**config.mk**
```make
export PLATFORM = sky130hd
export DESIGN_NAME = tri_timer_wdog
export DESIGN_NICKNAME = d
export VERILOG_FILES = /design/src/rtl/tmr_pkg.sv /design/src/rtl/tmr_chan.sv /design/src/rtl/tmr_regs.sv /design/src/rtl/tmr_irq.sv /design/src/rtl/tri_timer_wdog.sv
export SDC_FILE = /design/constraint.sdc
export NUM_CORES = 1
export LEC_CHECK = 0
export BUFFER_PORTS_ARGS = -buffer_cell sky130_fd_sc_hd__buf_2
export CORE_ASPECT_RATIO = 1.1
export CORE_UTILIZATION = 51
export CTS_CLUSTER_SIZE = 14
export DETAILED_ROUTE_END_ITERATION = 7
export PLACE_DENSITY = 0.68
export SLEW_MARGIN = 20
export SYNTH_ARGS = -nofsm -noshare
export SYNTH_HDL_FRONTEND = slang
export SYNTH_SLANG_ARGS = --single-unit
```
**constraint.sdc**
```tcl
create_clock -name clk -period 2.7 [get_ports clk]
set_input_delay 0 -clock clk [delete_from_list [all_inputs] [get_ports clk]]
set_output_delay 0 -clock clk [all_outputs]
set_load 0.05 [all_outputs]
```
**src/rtl/tmr_pkg.sv**
```systemverilog
package tmr_pkg;
  // register offsets
  localparam int unsigned OFS_CTRL  = 'h00;
  localparam int unsigned OFS_RLD0  = 'h10;
  localparam int unsigned OFS_CNT0  = 'h14;
  localparam int unsigned CH_STRIDE = 8;
  localparam int unsigned OFS_CAUSE = 'h40;
  localparam int unsigned OFS_MASK  = 'h44;
  // control word layout
  localparam int unsigned BITS_PER_CH = 3;
  localparam int unsigned RSTEN_POS   = 31;

  function automatic int unsigned run_pos(input int unsigned ch);
    return BITS_PER_CH * ch;
  endfunction
  function automatic int unsigned per_pos(input int unsigned ch);
    return BITS_PER_CH * ch + 1;
  endfunction
  function automatic int unsigned fsel_pos(input int unsigned ch);
    return BITS_PER_CH * ch + 2;
  endfunction
endpackage

```
**src/rtl/tmr_chan.sv**
```systemverilog
module tmr_chan #(
  parameter int unsigned CNT_W = 32
) (
  input  logic             clk,
  input  logic             rst_n,
  input  logic             tick_sys,
  input  logic             tick_fast,
  input  logic             run,
  input  logic             periodic,
  input  logic             fast_sel,
  input  logic             ld_cnt,
  input  logic             ld_rld,
  input  logic [CNT_W-1:0] wdata,
  output logic [CNT_W-1:0] count,
  output logic [CNT_W-1:0] reload,
  output logic             expire
);
  logic tick_sel, step, at_zero;

  assign tick_sel = fast_sel ? tick_fast : tick_sys;
  assign step     = run & tick_sel & ~ld_cnt;
  assign at_zero  = (count == '0);
  assign expire   = step & at_zero;

  always_ff @(posedge clk or negedge rst_n) begin
    if (!rst_n) begin
      reload <= '0;
    end else if (ld_rld) begin
      reload <= wdata;
    end
  end

  always_ff @(posedge clk or negedge rst_n) begin
    if (!rst_n) begin
      count <= '0;
    end else if (ld_cnt) begin
      count <= wdata;
    end else if (step) begin
      if (!at_zero)      count <= count - CNT_W'(1);
      else if (periodic) count <= reload;
    end
  end

  // one step down per selected tick
  p_step_down_r3: assert property (@(posedge clk) disable iff (!rst_n)
    (run && tick_sel && !ld_cnt && count != '0) |=> count == $past(count) - CNT_W'(1));

  // periodic reload at zero
  p_reload_r4: assert property (@(posedge clk) disable iff (!rst_n)
    (run && tick_sel && !ld_cnt && count == '0 && periodic) |=> count == $past(reload));

  // bus load wins
  p_load_wins_r6: assert property (@(posedge clk) disable iff (!rst_n)
    ld_cnt |=> count == $past(wdata));
endmodule

```
**src/rtl/tmr_regs.sv**
```systemverilog
module tmr_regs
  import tmr_pkg::*;
#(
  parameter int unsigned NUM_CH = 3,
  parameter int unsigned DATA_W = 32,
  parameter int unsigned ADDR_W = 8
) (
  input  logic                           clk,
  input  logic                           rst_n,
  input  logic                           bus_sel,
  input  logic                           bus_wr,
  input  logic [ADDR_W-1:0]              bus_addr,
  input  logic [DATA_W-1:0]              bus_wdata,
  input  logic [NUM_CH-1:0]              expire,
  input  logic [NUM_CH-1:0][DATA_W-1:0]  counts,
  input  logic [NUM_CH-1:0][DATA_W-1:0]  reloads,
  input  logic [NUM_CH-1:0]              cause,
  input  logic [NUM_CH-1:0]              mask,
  output logic [NUM_CH-1:0]              run,
  output logic [NUM_CH-1:0]              periodic,
  output logic [NUM_CH-1:0]              fast_sel,
  output logic                           rst_en,
  output logic [NUM_CH-1:0]              ld_cnt,
  output logic [NUM_CH-1:0]              ld_rld,
  output logic                           wr_cause,
  output logic                           wr_mask,
  output logic [DATA_W-1:0]              bus_rdata
);
  localparam logic [ADDR_W-1:0] A_CTRL  = ADDR_W'(OFS_CTRL);
  localparam logic [ADDR_W-1:0] A_CAUSE = ADDR_W'(OFS_CAUSE);
  localparam logic [ADDR_W-1:0] A_MASK  = ADDR_W'(OFS_MASK);

  logic wr_en, wr_ctrl;
  logic [DATA_W-1:0] ctrl_word;

  assign wr_en    = bus_sel & bus_wr;
  assign wr_ctrl  = wr_en & (bus_addr == A_CTRL);
  assign wr_cause = wr_en & (bus_addr == A_CAUSE);
  assign wr_mask  = wr_en & (bus_addr == A_MASK);

  for (genvar n = 0; n < NUM_CH; n++) begin : g_dec
    localparam logic [ADDR_W-1:0] A_RLD = ADDR_W'(OFS_RLD0 + CH_STRIDE * n);
    localparam logic [ADDR_W-1:0] A_CNT = ADDR_W'(OFS_CNT0 + CH_STRIDE * n);
    assign ld_rld[n] = wr_en & (bus_addr == A_RLD);
    assign ld_cnt[n] = wr_en & (bus_addr == A_CNT);

    always_ff @(posedge clk or negedge rst_n) begin
      if (!rst_n) begin
        run[n]      <= 1'b0;
        periodic[n] <= 1'b0;
        fast_sel[n] <= 1'b0;
      end else if (wr_ctrl) begin
        run[n]      <= bus_wdata[run_pos(n)];
        periodic[n] <= bus_wdata[per_pos(n)];
        fast_sel[n] <= bus_wdata[fsel_pos(n)];
      end else if (expire[n] && !periodic[n]) begin
        run[n] <= 1'b0;
      end
    end

    // one-shot expiry stops the channel
    p_oneshot_stop_r5: assert property (@(posedge clk) disable iff (!rst_n)
      (expire[n] && !periodic[n] && !wr_ctrl) |=> !run[n]);
  end

  always_ff @(posedge clk or negedge rst_n) begin
    if (!rst_n)       rst_en <= 1'b0;
    else if (wr_ctrl) rst_en <= bus_wdata[RSTEN_POS];
  end

  always_comb begin
    ctrl_word = '0;
    for (int n = 0; n < NUM_CH; n++) begin
      ctrl_word[run_pos(n)]  = run[n];
      ctrl_word[per_pos(n)]  = periodic[n];
      ctrl_word[fsel_pos(n)] = fast_sel[n];
    end
    ctrl_word[RSTEN_POS] = rst_en;
  end

  always_comb begin
    bus_rdata = '0;
    if (bus_addr == A_CTRL)  bus_rdata = ctrl_word;
    if (bus_addr == A_CAUSE) bus_rdata = DATA_W'(cause);
    if (bus_addr == A_MASK)  bus_rdata = DATA_W'(mask);
    for (int n = 0; n < NUM_CH; n++) begin
      if (bus_addr == ADDR_W'(OFS_RLD0 + CH_STRIDE * n)) bus_rdata = reloads[n];
      if (bus_addr == ADDR_W'(OFS_CNT0 + CH_STRIDE * n)) bus_rdata = counts[n];
    end
  end
endmodule

```
**src/rtl/tmr_irq.sv**
```systemverilog
module tmr_irq #(
  parameter int unsigned NUM_CH   = 3,
  parameter int unsigned WDOG_IDX = 2
) (
  input  logic              clk,
  input  logic              rst_n,
  input  logic [NUM_CH-1:0] expire,
  input  logic              wr_cause,
  input  logic              wr_mask,
  input  logic [NUM_CH-1:0] wdata,
  input  logic              rst_en,
  output logic [NUM_CH-1:0] cause,
  output logic [NUM_CH-1:0] mask,
  output logic              irq,
  output logic              wdog_rst
);
  always_ff @(posedge clk or negedge rst_n) begin
    if (!rst_n)        cause <= '0;
    else if (wr_cause) cause <= (cause & wdata) | expire;
    else               cause <= cause | expire;
  end

  always_ff @(posedge clk or negedge rst_n) begin
    if (!rst_n)       mask <= '0;
    else if (wr_mask) mask <= wdata;
  end

  always_ff @(posedge clk or negedge rst_n) begin
    if (!rst_n) wdog_rst <= 1'b0;
    else if (expire[WDOG_IDX] && rst_en) wdog_rst <= 1'b1;
  end

  assign irq = |(cause & mask);

  // an expiry always latches its cause bit
  p_cause_set_r7: assert property (@(posedge clk) disable iff (!rst_n)
    (|expire) |=> ((cause & $past(expire)) == $past(expire)));
  // without a cause write, no bit is lost
  p_cause_keep_r7: assert property (@(posedge clk) disable iff (!rst_n)
    !wr_cause |=> ((cause & $past(cause)) == $past(cause)));
  // armed watchdog expiry raises reset
  p_wdog_fire_r9: assert property (@(posedge clk) disable iff (!rst_n)
    (expire[WDOG_IDX] && rst_en) |=> wdog_rst);
  // reset request is sticky
  p_wdog_sticky_r9: assert property (@(posedge clk) disable iff (!rst_n)
    wdog_rst |=> wdog_rst);
endmodule

```
**src/rtl/tri_timer_wdog.sv**
```systemverilog
module tri_timer_wdog #(
  parameter int unsigned NUM_CH   = 3,
  parameter int unsigned CNT_W    = 32,
  parameter int unsigned ADDR_W   = 8,
  parameter int unsigned WDOG_IDX = NUM_CH - 1
) (
  input  logic              clk,
  input  logic              rst_n,
  input  logic              tick_sys,
  input  logic              tick_fast,
  input  logic              bus_sel,
  input  logic              bus_wr,
  input  logic [ADDR_W-1:0] bus_addr,
  input  logic [CNT_W-1:0]  bus_wdata,
  output logic [CNT_W-1:0]  bus_rdata,
  output logic              irq,
  output logic              wdog_rst
);
  logic [NUM_CH-1:0] run, periodic, fast_sel, ld_cnt, ld_rld, expire;
  logic [NUM_CH-1:0] cause, mask;
  logic [NUM_CH-1:0][CNT_W-1:0] counts, reloads;
  logic rst_en, wr_cause, wr_mask;

  tmr_regs #(.NUM_CH(NUM_CH), .DATA_W(CNT_W), .ADDR_W(ADDR_W)) u_regs (
    .clk(clk), .rst_n(rst_n), .bus_sel(bus_sel), .bus_wr(bus_wr),
    .bus_addr(bus_addr), .bus_wdata(bus_wdata), .expire(expire),
    .counts(counts), .reloads(reloads), .cause(cause), .mask(mask),
    .run(run), .periodic(periodic), .fast_sel(fast_sel), .rst_en(rst_en),
    .ld_cnt(ld_cnt), .ld_rld(ld_rld), .wr_cause(wr_cause), .wr_mask(wr_mask),
    .bus_rdata(bus_rdata)
  );

  for (genvar n = 0; n < NUM_CH; n++) begin : g_ch
    tmr_chan #(.CNT_W(CNT_W)) u_chan (
      .clk(clk), .rst_n(rst_n), .tick_sys(tick_sys), .tick_fast(tick_fast),
      .run(run[n]), .periodic(periodic[n]), .fast_sel(fast_sel[n]),
      .ld_cnt(ld_cnt[n]), .ld_rld(ld_rld[n]), .wdata(bus_wdata),
      .count(counts[n]), .reload(reloads[n]), .expire(expire[n])
    );
  end

  tmr_irq #(.NUM_CH(NUM_CH), .WDOG_IDX(WDOG_IDX)) u_irq (
    .clk(clk), .rst_n(rst_n), .expire(expire), .wr_cause(wr_cause),
    .wr_mask(wr_mask), .wdata(bus_wdata[NUM_CH-1:0]), .rst_en(rst_en),
    .cause(cause), .mask(mask), .irq(irq), .wdog_rst(wdog_rst)
  );

  // a masked-off cause never raises the interrupt
  p_irq_gate_r8: assert property (@(posedge clk) disable iff (!rst_n)
    (mask == '0) |-> !irq);
endmodule

```
==> flow_metrics.tcl, run 1 <==
set metrics [dict create \
    nNetsFinal 1691 \
    crit_chain "or3_1 -> or2_2 -> nor4_4 -> buf_4 -> buf_4 -> nand3_1 -> a21oi_1 -> a221o_1" \
    netlist_top_cells_count "209 x dfrtp_1, 170 x nand2_1, 113 x mux2_2" \
    diodes 0 \
    die_w_um 156.4 \
    netlist_instances 1488 \
    ir_drop_mv 0.5387 \
    num_rows 61 \
    power_mw 10.08 \
    final_hold_viol_count 0 \
    io_pins 80 \
    worst-path-max-fanout 10 \
    finalSetupTns_ps 0 \
    seq_area_frac_synth_pct 39.11 \
    grt_max_degree 71 \
    leakagePower_nw 7.317 \
    cts.htree.levels 1 \
    syn_area_um2 13370 \
    hold_class "in2async" \
    vias 13550 \
    vias_per_cell 6.767 \
    fin_skew_ps 12.95 \
    cts_tree "built" \
    power_density_nw_per_um2 630.0 \
    core_um2 25490 \
    drc 0 \
    cts_made_buffers 25 \
    arrival_ps 3010 \
    antenna_found_initial 0 \
    clk_pin_slew_ps 60 \
    maxCapViolations 0 \
    wl_mm 52.72 \
    crit_slowest_cell "nor4_4" \
    drive_gt1_share_pct 24.44 \
    slew_viol_final 0 \
    fill_cells 2239 \
    die_h_um 171.8 \
    clk_latency_ps 540 \
    synth_seq_cells 209 \
    fin_hold_ws_ps 52.77 \
    multi_input_area_um2 7604 \
    portBuffers 79 \
    async_reset_ff_share_pct 100.0 \
    post_drt_wl_per_cell_um 26.32 \
    grt_overflow_total 0 \
    grt_pass1_vias 12680 \
    yosysTopAreaCell "dfrtp_1" \
    grt_pass1_wl_mm 78.91 \
    fin_ws_ps 153.8 \
    ys_types 83 \
    synth-edff-count 0 \
    synthFlopType "dfrtp_1" \
    crit_buf_inv 2 \
    yosysWarnings 0 \
    worstSetupEndpointType "flip-flop" \
    synth.most_common_cell "dfrtp_1" \
    min_period_over_period_pct 94.30 \
    cts.sinks 209 \
    dp_slack_ps 187.9 \
    regArea_um2 5230 \
    cts_buffer_depth 3 \
    detail-route-antenna-nets 0 \
    drt-initial-drc-count 1509 \
    rsz0062_at_grt "no" \
    synth_area_per_cell_um2 8.987 \
    slew_headroom_pct 45.02 \
    critical_path_class "reg2reg" \
    synthTopCellsByArea "dfrtp_1 39%, mux2_2 9.5%, nand2_1 4.8%, o21ai_0 3.8%, nor2_1 3.0%" \
    grt.total_usage_pct 39.40 \
    dr.pass1.iters 8 \
    critPathMostFrequentCell "buf_4" \
    cp_top_family "simple AND/OR/NAND/NOR gates" \
    hpwl_mm 38.76 \
    routabilityCongestion 1.005 \
    fin_util_pct 62.76 \
    period_minus_slack_ps 2546 \
    status "complete, no violations" \
    initial_utilization_pct 52.46 \
    synthToLayoutAreaGrowth_pct 19.64 \
    syn-num-nets 1540 \
    synth_top_area_share_pct 39.11 \
    slowest_delay_ps 470 \
    worst_pin_slew_ps 822.1 \
    root_buffer "clkbuf_16" \
    worst_setup_path_start_kind "flip-flop" \
    dieArea_um2 26870 \
    setup_viol 0 \
    worstPathRequired_ps 3170 \
    fmax_mhz 392.7 \
]
layout by cell type, fill, tap and decap left out, types with 14 or more instances in the layout:
master         count
a211oi_1          15
a21oi_1           77
a221o_1           20
a222oi_1          24
a22oi_1           36
a31oi_1           46
buf_2             78
buf_4            126
clkbuf_16         25
dfrtp_1          209
dlygate4sd3_1     33
inv_1             15
mux2_2           113
mux2i_1           15
nand2_1          170
nand3_1           56
nand4_1           23
nor2_1           106
nor3_1            36
nor4_1            27
o211ai_1          17
o21ai_0          101
o31ai_1           14
or3_1             15
xnor2_1           18
xor2_1            20
path summary, 6_finish.rpt:
path,startpoint,endpoint,slack (ps),cells after the start
max reg2reg,g_ch[2].u_chan.count[19],g_ch[2].u_chan.count[5],150,8
max,g_ch[2].u_chan.count[19],g_ch[2].u_chan.count[5],150,8
max in group asynchronous,rst_n,g_ch[0].u_chan.reload[0],1900,3
min,rst_n,g_ch[2].u_chan.reload[2],50,2
min in group clk,bus_addr[5],u_irq.mask[1],150,4
min reg2reg,u_irq.wdog_rst,u_irq.wdog_rst,500,1
through the flow:
step / area, um^2 / std cells
finish: 16000 / 2003
global placement: 14790 / 1924
CTS: 15990 / 2002
global route: 16000 / 2003
detailed placement: 14790 / 1924
floorplan: 13370 / 1488
sequential cells by signal, indices dropped and copies added, names as in the netlist:
| register | cells |
|---|---|
| g_ch.u_chan.count | 96 |
| g_ch.u_chan.reload | 96 |
| u_irq.cause | 3 |
| u_irq.mask | 3 |
| u_regs.fast_sel | 3 |
| u_regs.periodic | 3 |
| u_regs.run | 3 |
| u_irq.wdog_rst | 1 |
| u_regs.rst_en | 1 |
timing repair:
action                                  4_1_cts  5_1_grt
endpoints found under the setup margin        0        1
gates resized for setup                       0        0
hold buffers                                 33        0
buffers inserted                              0        1
hold endpoints to repair                    415        0
report_power, final:
part           switching (mW)  internal, mW
sequential              0.350          3.35
combinational            1.62          1.15
clock                    1.41          2.20
total                    3.38          6.70
per-layer routing:
metal  global-route usage [%]  wire [um]  share of wire (%)
met3                    8.440       6177                 12
met5                        0          0                  0
met2                    60.77      23290                 44
met1                    55.88      21940                 42
met4                    10.23       1319                2.5
final cells by class:
class	instances	share of cell area (%)
inverter	15	0.3519
timing repair buffer	244	11.26
sequential	209	32.69
tap	346	2.706
clock buffer	36	4.669
multi-input combinational	1144	47.52
clock inverter	9	0.7977
cells by family (layout without fill, tap and decap cells):
kind of cell / after synthesis / after routing / synth area share [%]
fa+ha+maj: 6 / 6 / 0.5614
xor+xnor: 38 / 38 / 2.489
compound gates: 437 / 437 / 22.26
buf+inv: 135 / 304 / 4.192
flops: 209 / 209 / 39.11
simple gates: 535 / 535 / 20.75
mux: 128 / 128 / 10.64
Power figures use the tool's default switching activity.
==> run 2, diff against run 1 <==
- ABC_AREA: default -> 1
- BUFFER_PORTS_ARGS: -buffer_cell sky130_fd_sc_hd__buf_2 -> -buffer_cell sky130_fd_sc_hd__clkbuf_2
- PLACE_DENSITY: 0.68 -> 0.67
- TNS_END_PERCENT: default -> 5
==> run 2 against run 1 <==
Net effect:
- register-to-register slack better by 220 ps
- non-clock buffer count fell by 80
- critical endpoint is now g_ch[1].u_chan.count[8]
- count of clock-buffer cells in the layout is the same
- power grew 50%
- largest cell class unchanged
==> flow_metrics.tcl, run 2 <==
set metrics [dict create \
    routabilityCongestion 1.055 \
    drive_gt1_share_pct 9.464 \
    cts_buffer_depth 3 \
    vias 16330 \
    crit_buf_inv 1 \
    drt-initial-drc-count 2042 \
    nNetsFinal 2519 \
    cp.depth 12 \
    grt_overflow_total 0 \
    dieArea_um2 29490 \
    critical_path_class "reg2reg" \
    async_reset_ff_share_pct 100.0 \
    grt_max_degree 80 \
    hold_class "in2async" \
    setup_viol 0 \
    yosysWarnings 0 \
    die_h_um 180.0 \
    synth_top_area_share_pct 35.60 \
    post_drt_wl_per_cell_um 20.83 \
    io_pins 80 \
    period_minus_slack_ps 2331 \
    cts_made_buffers 26 \
    fmax_mhz 429.0 \
    wl_mm 59.30 \
    rsz0062_at_grt "no" \
    worst_pin_slew_ps 807.5 \
    fill_cells 2817 \
    seq_area_frac_synth_pct 35.60 \
    arrival_ps 2810 \
    slew_headroom_pct 46.11 \
    cts.sinks 209 \
    root_buffer "clkbuf_16" \
    maxCapViolations 0 \
    dpl_cell_area_um2 15540 \
    detail-route-antenna-nets 0 \
    worstPathRequired_ps 3180 \
    fin_skew_ps 14.73 \
    clk_pin_slew_ps 60 \
    reg_top3 "g_ch.u_chan.count (96), g_ch.u_chan.reload (96)" \
    syn_area_um2 14690 \
    synthFlopType "dfrtp_1" \
    antenna_found_initial 0 \
    ir_drop_mv 0.9207 \
    finalSetupTns_ps 0 \
    mostFrequentLayoutCell "nand2_1" \
    grt_pass1_wl_mm 90.68 \
    cts_tree "built" \
    core_um2 28030 \
    synth_seq_cells 209 \
    synthTopCellsByArea "dfrtp_1 36%, nand2_1 21%, nor2_1 9.5%, nand3_1 6.1%, inv_1 5.9%" \
    grt.total_usage_pct 40.79 \
    final_cell_mix "822 x nand2_1, 370 x nor2_1, 230 x inv_1, 209 x dfrtp_1, 180 x nand3_1" \
    min_period_over_period_pct 86.32 \
    num_rows 64 \
    worstSetupEndpointType "flip-flop" \
    slowest_delay_ps 420 \
    status "complete, no violations" \
    crit_slowest_cell "dfrtp_1" \
    portBuffers 79 \
    r2r_cells 12 \
    worst-path-max-fanout 10 \
    ys_types 40 \
    leakagePower_nw 8.501 \
    initial_utilization_pct 52.42 \
    final_hold_viol_count 0 \
    hpwl_mm 45.75 \
    worst_setup_path_start_kind "flip-flop" \
    die_w_um 163.8 \
    crit_chain "inv_1 -> ha_1 -> nand2_1 -> nor2_1 -> nand2_1 -> nor2_1 -> nand2_1 -> nand3_1 -> nand2_1 -> nor2_1 -> nand2_1 -> nand2_1" \
    yosysTopAreaCell "dfrtp_1" \
    power_density_nw_per_um2 898.8 \
    synth-edff-count 0 \
    stdcell_area_um2 16780 \
    synth_area_per_cell_um2 6.238 \
    dr.pass1.iters 7 \
    syn-num-nets 2407 \
    netlist_instances 2355 \
    critPathMostFrequentCell "nand2_1" \
    clk_latency_ps 550 \
    cts.htree.levels 1 \
    synthToLayoutAreaGrowth_pct 14.25 \
    netlist_top_cells_count "823 x nand2_1, 371 x nor2_1, 230 x inv_1" \
    grt_pass1_vias 15550 \
    drc 0 \
    cp_top_family "simple AND/OR/NAND/NOR gates" \
    synth.most_common_cell "nand2_1" \
    slew_viol_final 0 \
    vias_per_cell 5.736 \
]
run 2: changes by cell type after synthesis, sizes merged, moves of 20 or more:
cell    delta
a22oi     -36
nor4      -35
a31oi     -46
nand3    +127
nand2    +668
o21ai     +65
nor3      -26
nor2     +293
a222oi    -24
clkbuf    -38
a221o     -20
mux2     -113
inv      +227
run 2: kinds of logic after synthesis:
logic type                 after synthesis  share of synthesized area (%)
AOI/OAI and AO/OA                      299                          10.80
buffers and inverters                  323                          8.985
and+or+nand+nor                       1489                          42.38
DFF                                    209                          35.60
adders and majority gates                6                         0.5110
xor gates and xnor gates                29                          1.729
run 2: worst paths after layout:
| kind | startpoint | to | slack, ps |
|---|---|---|---|
| max | g_ch[1].u_chan.count[0] | g_ch[1].u_chan.count[8] | 370 |
| min | rst_n | g_ch[2].u_chan.count[2] | 10 |
| max reg2reg | g_ch[1].u_chan.count[0] | g_ch[1].u_chan.count[8] | 370 |
| min reg2reg | g_ch[0].u_chan.reload[28] | g_ch[0].u_chan.reload[28] | 480 |
| max in group asynchronous | rst_n | g_ch[1].u_chan.count[24] | 1760 |
| min in group clk | tick_fast | u_irq.cause[1] | 30 |
run 2: power breakdown:
part	total [mW]	switching, mW	internal (mW)
registers	4.53	0.856	3.67
logic	6.85	4.74	2.11
clock network	3.70	1.45	2.25
total	15.1	7.05	8.04
run 2: per-layer routing:
layer | track usage, % | wire [um]
met2 | 64.76 | 27040
met5 | 0 | 0
met4 | 15.96 | 2593
met1 | 55.05 | 23870
met3 | 7.112 | 5795
run 2: worst register-to-register path: stages (launching register included):
cell and delay (ps):
dfrtp_1 420, inv_1 150, ha_1 200, nand2_1 60
nor2_1 170, nand2_1 90, nor2_1 270, nand2_1 400
nand3_1 170, nand2_1 60, nor2_1 140, nand2_1 80
nand2_1 60
run 2: what timing repair did:
| action | in CTS | in global routing |
|---|---|---|
| setup buffers | 0 | 0 |
| resized for setup | 0 | 0 |
| setup endpoints to repair | 0 | 0 |
| hold endpoints to repair | 273 | 0 |
| hold buffers | 35 | 0 |
run 2: final cells by class:
type                       instances  area, um^2  share of cell area [%]
clock buffer                      36       769.5                   4.584
sequential                       209        5230                   31.16
inverter                         243       914.6                   5.449
multi-input combinational       1823        8153                   48.57
timing repair buffer             164        1144                   6.813
tap                              363       454.2                   2.706
clock inverter                     8       117.6                  0.7007
antenna                            1       2.502                 0.01491
run 2: per-stage QoR:
step | total power [mW] | setup WS (ps) | std cells | hold WS [ps] | util, %
finish | 15.09 | 369.3 | 2847 | 9.599 | 59.89
global placement | 11.11 | 417.9 | 2767 | 3.123 | 55.46
detailed placement | 11.19 | 421.0 | 2767 | 14.36 | 55.46
floorplan | 8.865 | 888.6 | 2355 | -295.6 | -
global route | 16.01 | 156.5 | 2846 | 50.98 | 59.88
CTS | 14.94 | 402.9 | 2846 | 1.616 | 59.88
